<file path="config.mk">
export PLATFORM = sky130hd
export DESIGN_NAME = adc_pwr_ctrl
export DESIGN_NICKNAME = d
export VERILOG_FILES = /design/src/rtl/adc_pwr_ctrl.sv
export SDC_FILE = /design/constraint.sdc
export NUM_CORES = 1
export LEC_CHECK = 0
export ABC_AREA = 1
export BUFFER_PORTS_ARGS = -buffer_cell sky130_fd_sc_hd__clkbuf_2
export CAP_MARGIN = 25
export CELL_PAD_IN_SITES_DETAIL_PLACEMENT = 2
export CELL_PAD_IN_SITES_GLOBAL_PLACEMENT = 2
export CORE_ASPECT_RATIO = 0.5
export CORE_MARGIN = 3
export CORE_UTILIZATION = 30
export DETAILED_ROUTE_END_ITERATION = 6
export GPL_ROUTABILITY_DRIVEN = 0
export GPL_TIMING_DRIVEN = 0
export PLACE_DENSITY_LB_ADDON = 0.1
export SLEW_MARGIN = 5
export SYNTH_ARGS = -nofsm -noshare
export SYNTH_HDL_FRONTEND = slang
export SYNTH_SLANG_ARGS = --single-unit
</file>
<file path="constraint.sdc">
create_clock -name clk -period 1.4 [get_ports clk]
set_input_delay 0.07 -clock clk [delete_from_list [all_inputs] [get_ports clk]]
set_output_delay 0.07 -clock clk [all_outputs]
set_load 0.1 [all_outputs]
</file>
<file path="src/rtl/adc_pwr_ctrl.sv">
module adc_pwr_ctrl #(
  parameter int FULL_UP_CYC = 2_500_000,
  parameter int INT_UP_CYC  = 1750,
  parameter int EXT_UP_CYC  = 150
) (
  input  logic       clk,
  input  logic       rst_n,
  input  logic       wr_strobe,
  input  logic [1:0] wr_data,
  input  logic       conv_start,
  input  logic       eoc,
  input  logic       ref_internal,
  output logic [1:0] pwr_state,
  output logic       tracking,
  output logic       ready,
  output logic       invalid_conv
);
  localparam int MAX_A = (FULL_UP_CYC > INT_UP_CYC) ? FULL_UP_CYC : INT_UP_CYC;
  localparam int MAX_C = (MAX_A > EXT_UP_CYC) ? MAX_A : EXT_UP_CYC;
  localparam int CW    = $clog2(MAX_C + 1);

  localparam logic [1:0] M_NORM = 2'b00, M_ASHD = 2'b01, M_ASTB = 2'b10, M_FSHD = 2'b11;
  localparam logic [1:0] P_ON = 2'b00, P_STBY = 2'b01, P_SHDN = 2'b10;

  logic [2:0]    wr_sy, cv_sy;
  logic          wr_rise, cv_rise;
  logic [1:0]    mode;
  logic [CW-1:0] cnt;

  always_ff @(posedge clk) begin
    if (!rst_n) begin
      wr_sy <= '0;
      cv_sy <= '0;
    end else begin
      wr_sy <= {wr_sy[1:0], wr_strobe};
      cv_sy <= {cv_sy[1:0], conv_start};
    end
  end

  assign wr_rise = wr_sy[1] & ~wr_sy[2];
  assign cv_rise = cv_sy[1] & ~cv_sy[2];
  assign ready   = (pwr_state == P_ON) && (cnt == '0);

  always_ff @(posedge clk) begin
    if (!rst_n) begin
      mode         <= M_NORM;
      pwr_state    <= P_ON;
      tracking     <= 1'b0;
      cnt          <= '0;
      invalid_conv <= 1'b0;
    end else begin
      if (cnt != '0) cnt <= cnt - 1'b1;
      if (wr_rise) begin
        mode         <= wr_data;
        invalid_conv <= 1'b0;
        if (wr_data == M_FSHD) begin
          pwr_state <= P_SHDN;
          tracking  <= 1'b0;
          cnt       <= '0;
        end else if (mode == M_FSHD) begin
          pwr_state <= P_ON;
          tracking  <= 1'b1;
          cnt       <= CW'(FULL_UP_CYC);
        end
      end else if (cv_rise) begin
        if (pwr_state != P_ON && mode != M_FSHD) begin
          pwr_state <= P_ON;
          tracking  <= 1'b1;
          if (pwr_state == P_SHDN) cnt <= CW'(FULL_UP_CYC);
          else if (ref_internal)   cnt <= CW'(INT_UP_CYC);
          else                     cnt <= CW'(EXT_UP_CYC);
        end else begin
          if (!ready) invalid_conv <= 1'b1;
          if (pwr_state == P_ON) tracking <= 1'b1;
        end
      end else if (eoc && ready) begin
        if (mode == M_ASHD) begin
          pwr_state <= P_SHDN;
          tracking  <= 1'b0;
        end else if (mode == M_ASTB) begin
          pwr_state <= P_STBY;
          tracking  <= 1'b0;
        end
      end
    end
  end
endmodule


</file>
-- After elaboration in Yosys (flattened, before gate mapping)
Cells that the tools add are included.
- input port bits: 8
- output and inout bits: 5
- register bits after elaboration: 34
- word-level logic and storage cells: 62
- bitwise gates (word level): 7
- $add $sub $neg: 1
- equal/unequal tests: 9
- reduce and logical (&&, ||, !) cells: 13
- multiplexer cells: 25
- operators by type and width (cell ; number):
    $mux 22 ; 7
    $logic_not 22->1 ; 1
    $reduce_bool 22->1 ; 1
    $sub 22x1->22 const B ; 1
    $mux 2 ; 8
    $mux 11 ; 1
    $mux 1 ; 9
    $eq 2x2->1 const B ; 4
    $reduce_and 4->1 ; 2
    $not 1->1 ; 5
    $ne 4x2->1 const B ; 1
    $reduce_bool 4->1 ; 1
    $logic_and 1x1->1 ; 3
    $ne 3x1->1 const B ; 1
    $ne 3x2->1 const B ; 1
    $reduce_and 3->1 ; 1
    $reduce_bool 3->1 ; 1
    $and 1x1->1 ; 2
    $eq 2x1->1 const B ; 1
    $logic_not 2->1 ; 1
    $ne 2x2->1 const B ; 1
    $reduce_bool 2->1 ; 1
    $reduce_or 2->1 ; 1

-- Depth between registers and ports, before layout
- word-level depth: 6
- depth in mapped cells: 11
- depth with buffers taken out: 11

-- Worst setup path before layout
No wires, ideal clock.
- kind: register to register
- start: reg pwr_state[1]
- end: reg invalid_conv
- clock period less this slack: 2745 ps
- cell stages (with the launch flop): 6
- data arrival time: 2628 ps
- data required time: 1284 ps
- library setup time: 116 ps
- path slack: -1345 ps
- path buffers: 0
- path through: dfxtp_1 -> nor2_2 -> inv_1 -> nor2_1 -> nor3_1 -> o21a_1
- cells in the longest elaborated chain, start to end: 4
- elaborated cells on any way between the ends: 7
- those cells by class: bitwise: 2; reduce/logical: 5
- RTL lines (element ; RTL line ; source):
    start: declaration ; 13 ; output logic [1:0] pwr_state,
    start signal: assignment ; 47 ; pwr_state <= P_ON;
    start signal: assignment ; 57 ; pwr_state <= P_SHDN;
    start signal: assignment ; 61 ; pwr_state <= P_ON;
    $logic_not 2->1 ; 42 ; assign ready = (pwr_state == P_ON) && (cnt == '0);
    $logic_and 1x1->1 ; 42 ;
    via ready ; 15 ; output logic ready,
    $not 1->1 (no line) ; n/a ;
    $reduce_and 3->1 (no line) ; n/a ;
    end signal: assignment ; 50 ; invalid_conv <= 1'b0;
    end signal: assignment ; 55 ; invalid_conv <= 1'b0;
    end signal: assignment ; 73 ; if (!ready) invalid_conv <= 1'b1;
    end: declaration ; 16 ; output logic invalid_conv
The timed path passes the listed nets, and every way through them passes these cells.
A chain may end at the register's enable or synchronous reset.

-- Worst setup path after layout
- start: reg cnt[1]
- end: reg cnt[7]
- cells in the longest elaborated chain, start to end: 5
- elaborated cells on any way between the ends: 8
- those cells by class: add/sub: 1; mux: 6; reduce/logical: 1
- RTL lines (element ; RTL line ; source):
    start: declaration ; 28 ; logic [CW-1:0] cnt;
    start signal: assignment ; 52 ; if (cnt != '0) cnt <= cnt - 1'b1;
    start signal: assignment ; 63 ; cnt <= CW'(FULL_UP_CYC);
    start signal: assignment ; 69 ; if (pwr_state == P_SHDN) cnt <= CW'(FULL_UP_CYC);
    $sub 22x1->22 or $reduce_bool 22->1 (tied branches) ; 52 ;
    $mux 22 (*) ; 52 ;
    $mux 22, on equally long branches ; 66, 60 ;
    $mux 22, on equally long branches ; 65, 56 ;
    $mux 22 (*) ; 53 ; if (wr_rise) begin
Every way passes the cells marked *; elsewhere a longest branch is shown, timed or not.

==> qor.csv <==
metric,value,unit
cap_violations,0,
synth.net_count,304,
wl_per_cell,22.9,microns
synthDistinctLibCells,33,
cts_root_buffer,clkbuf_16,
synth_cells,293,
hold_slack,0.0486,ns
crit_arrival,2.03,ns
timing_worst_setup_path_type,reg2reg,
num_antenna_cells,0,
tritoncts,built,
ys_warn_count,0,
hpwlAfterDp,4730,microns
hold_viol_final,0,
cp-end-kind,flop,
powerDensity,2690,nW/um^2
die_w,122,microns
ir_worst_vdd,0.912,mV
fp-row-count,20,
status,"finished, violations left",
cp.required,1.64,ns
first_pass_iters,4,
routed_via_density,5.05,
portBuffers,12,
ys.flop_type,dfxtp_1,
cts_buffers,5,
cp-start-kind,flop,
grt_max_degree,13,
start_util,32.0,%
area_growth,57.1,%
netlist_top_cells_area,"dfxtp_1, nand2_1, nor2_1",
critPathLaunch,cnt[1]$_SDFF_PN0_,
yosys-top-cells-count,"nand2_1, nor2_1, inv_1",
synth_area,2010,sq um
core_area,6280,sq um
power_leakage,1.46,nW
switching_share,51.1,%
post_dp_cell_area,2230,sq um
fmax,559,MHz
fin_crit_sh,128,%
power_frac_clock,15.1,%
grt.total_usage,22.7,%
ys_ff_latch,34,
finClkSkew,0.00538,ns
hp-start,wr_data[0],
postSynthAreaPerCell,6.86,sq um
p_int,4.16,mW
seq_power_share,18.5,%
yosysMostFrequentCell,nand2_1,
drc,0,
rsz0062_at_grt,true,
slew_headroom,60.5,%
hp-class,in2reg,
fin_nets,368,
die_area,7780,sq um
synth_edf_count,0,
pwr-share-comb,66.4,%
grt_pass1_vias,2392,
htree_num_levels,2,
via_count,2251,
failed_checks,negative setup slack,
clk_pin_slew,0.06,ns
synth.largest_area_cell,dfxtp_1,
antenna_found_initial,0,
r2r-start,cnt[1]$_SDFF_PN0_,
final_cell_area,3160,sq um
drive_gt1_share,51.7,%
ys_async_sr_fraction,0,%
grt-ovfl-total,0,
p_sw,4.35,mW
worst_slack,-0.389,ns
first_iter_violations,112,
num_io_pins,13,
setup_viol,27,
ant_nets,0,
grt_pass1_wl,13200,microns
tightest_slew,0.587,ns
cp_max_fo,3,
cts_buffer_depth,2,
min_period,1.79,ns
totalPowerFinal,8.50,mW
die_y,63.9,microns
ys_seq_area_share,33.9,%
clock_latency,0.30,ns
dp_slack,-0.347,ns
numClockSinks,34,
slew_violations,0,
routed_wl,10200,microns
synth_top_cell_area_share,33.9,%
[cell families (layout without fill, tap and decap cells)]
logic type	count (synthesis)	count (layout)	share of synthesized area (%)
fa+ha+maj	3	3	1.87
buf+inv	49	114	9.15
compound gates	31	31	9.28
xor+xnor	11	11	4.79
simple gates	165	165	41.0
flops	34	34	33.9
[final cells by class]
class	count	area, sq um
clock inverter	2	15.0
sequential	34	718
multi-input combinational	210	1500
fill	712	3120
tap	88	110
inverter	48	185
clock buffer	6	150
buffer	1	3.75
timing repair buffer	57	477
[per-layer routing]
| metal | vias to the layer above | GRT usage [%] | share of wire (%) |
|---|---|---|---|
| met1 | 1127 | 26.3 | 42 |
| met2 | 55 | 40.9 | 49 |
| li1 | 1048 | - | - |
| met5 | - | 0 | 0 |
| met4 | 0 | 8.38 | 2.7 |
| met3 | 21 | 5.31 | 5.7 |
[path summary, 6_finish.rpt]
kind / endpoint / slack, ns / depth (start not counted)
worst max-delay path: cnt[7]$_SDFF_PN0_ / -0.39 / 10
worst max register to register: cnt[7]$_SDFF_PN0_ / -0.39 / 10
worst min-delay path: mode[0]$_SDFFE_PN0P_ / 0.05 / 3
worst min register to register: wr_sy[1]$_SDFF_PN0_ / 0.42 / 2
[what timing repair did]
item | in CTS | in global routing
hold endpoints to repair | 2 | 0
gates cloned | 0 | 0
setup endpoints to repair | 27 | 27
gates resized for setup | 71 | 53
buffers inserted | 25 | 20
hold buffers | 2 | 0
pin swaps | 31 | 32
[cells in the final DEF (no fill, tap or decap), types with 4 or more instances in the layout]
cell type and n:
clkbuf_16 7, nand3_2 12, nand3_1 7, nand2_1 50, nand4_1 5, a21oi_2 5, nor2_1 24, a21oi_1 8
clkbuf_2 11, o21ai_2 4, dfxtp_1 14, buf_6 9, inv_1 37, nor2_2 12, nand2_4 6, dfxtp_2 15
nand2_2 16, buf_4 32, nor2_4 22, xor2_1 7, inv_2 9, dfxtp_4 5
[state kept, by name, indices dropped and copies added, names as in the netlist, named ones only]
register	flops
cnt	21
cv_sy	3
wr_sy	3
mode	2
pwr_state	2
invalid_conv	1
tracking	1
[metrics by stage]
step                setup TNS [ns]  util, %  cells
detailed placement           -5.82     35.5    393
floorplan                    -2.61        -    293
global placement             -4.84     35.5    393
finish                       -5.86     50.3    446
CTS                          -2.43     45.5    428
global route                 -7.78     50.3    446
[worst max-delay path, cell delays in order, from the launching register on]
cell     delay [ns]
dfxtp_2        0.33
buf_4          0.14
nor2_2         0.22
nand2_1        0.11
inv_1          0.17
nand3_1        0.13
xnor2_1        0.23
nand2_2        0.09
nand2_2        0.08
nand3_2        0.10
nand2_2        0.13
[power groups by stage]
stage | clock, mW | combinational (mW) | sequential [mW]
floorplan | 0 | 2.42 | 1.47
global placement | 0 | 3.04 | 1.44
detailed placement | 0 | 3.14 | 1.46
CTS | 1.29 | 4.25 | 1.50
global route | 1.35 | 5.99 | 1.60
finish | 1.29 | 5.64 | 1.57
Note: power is estimated with default switching activity, not from simulation.
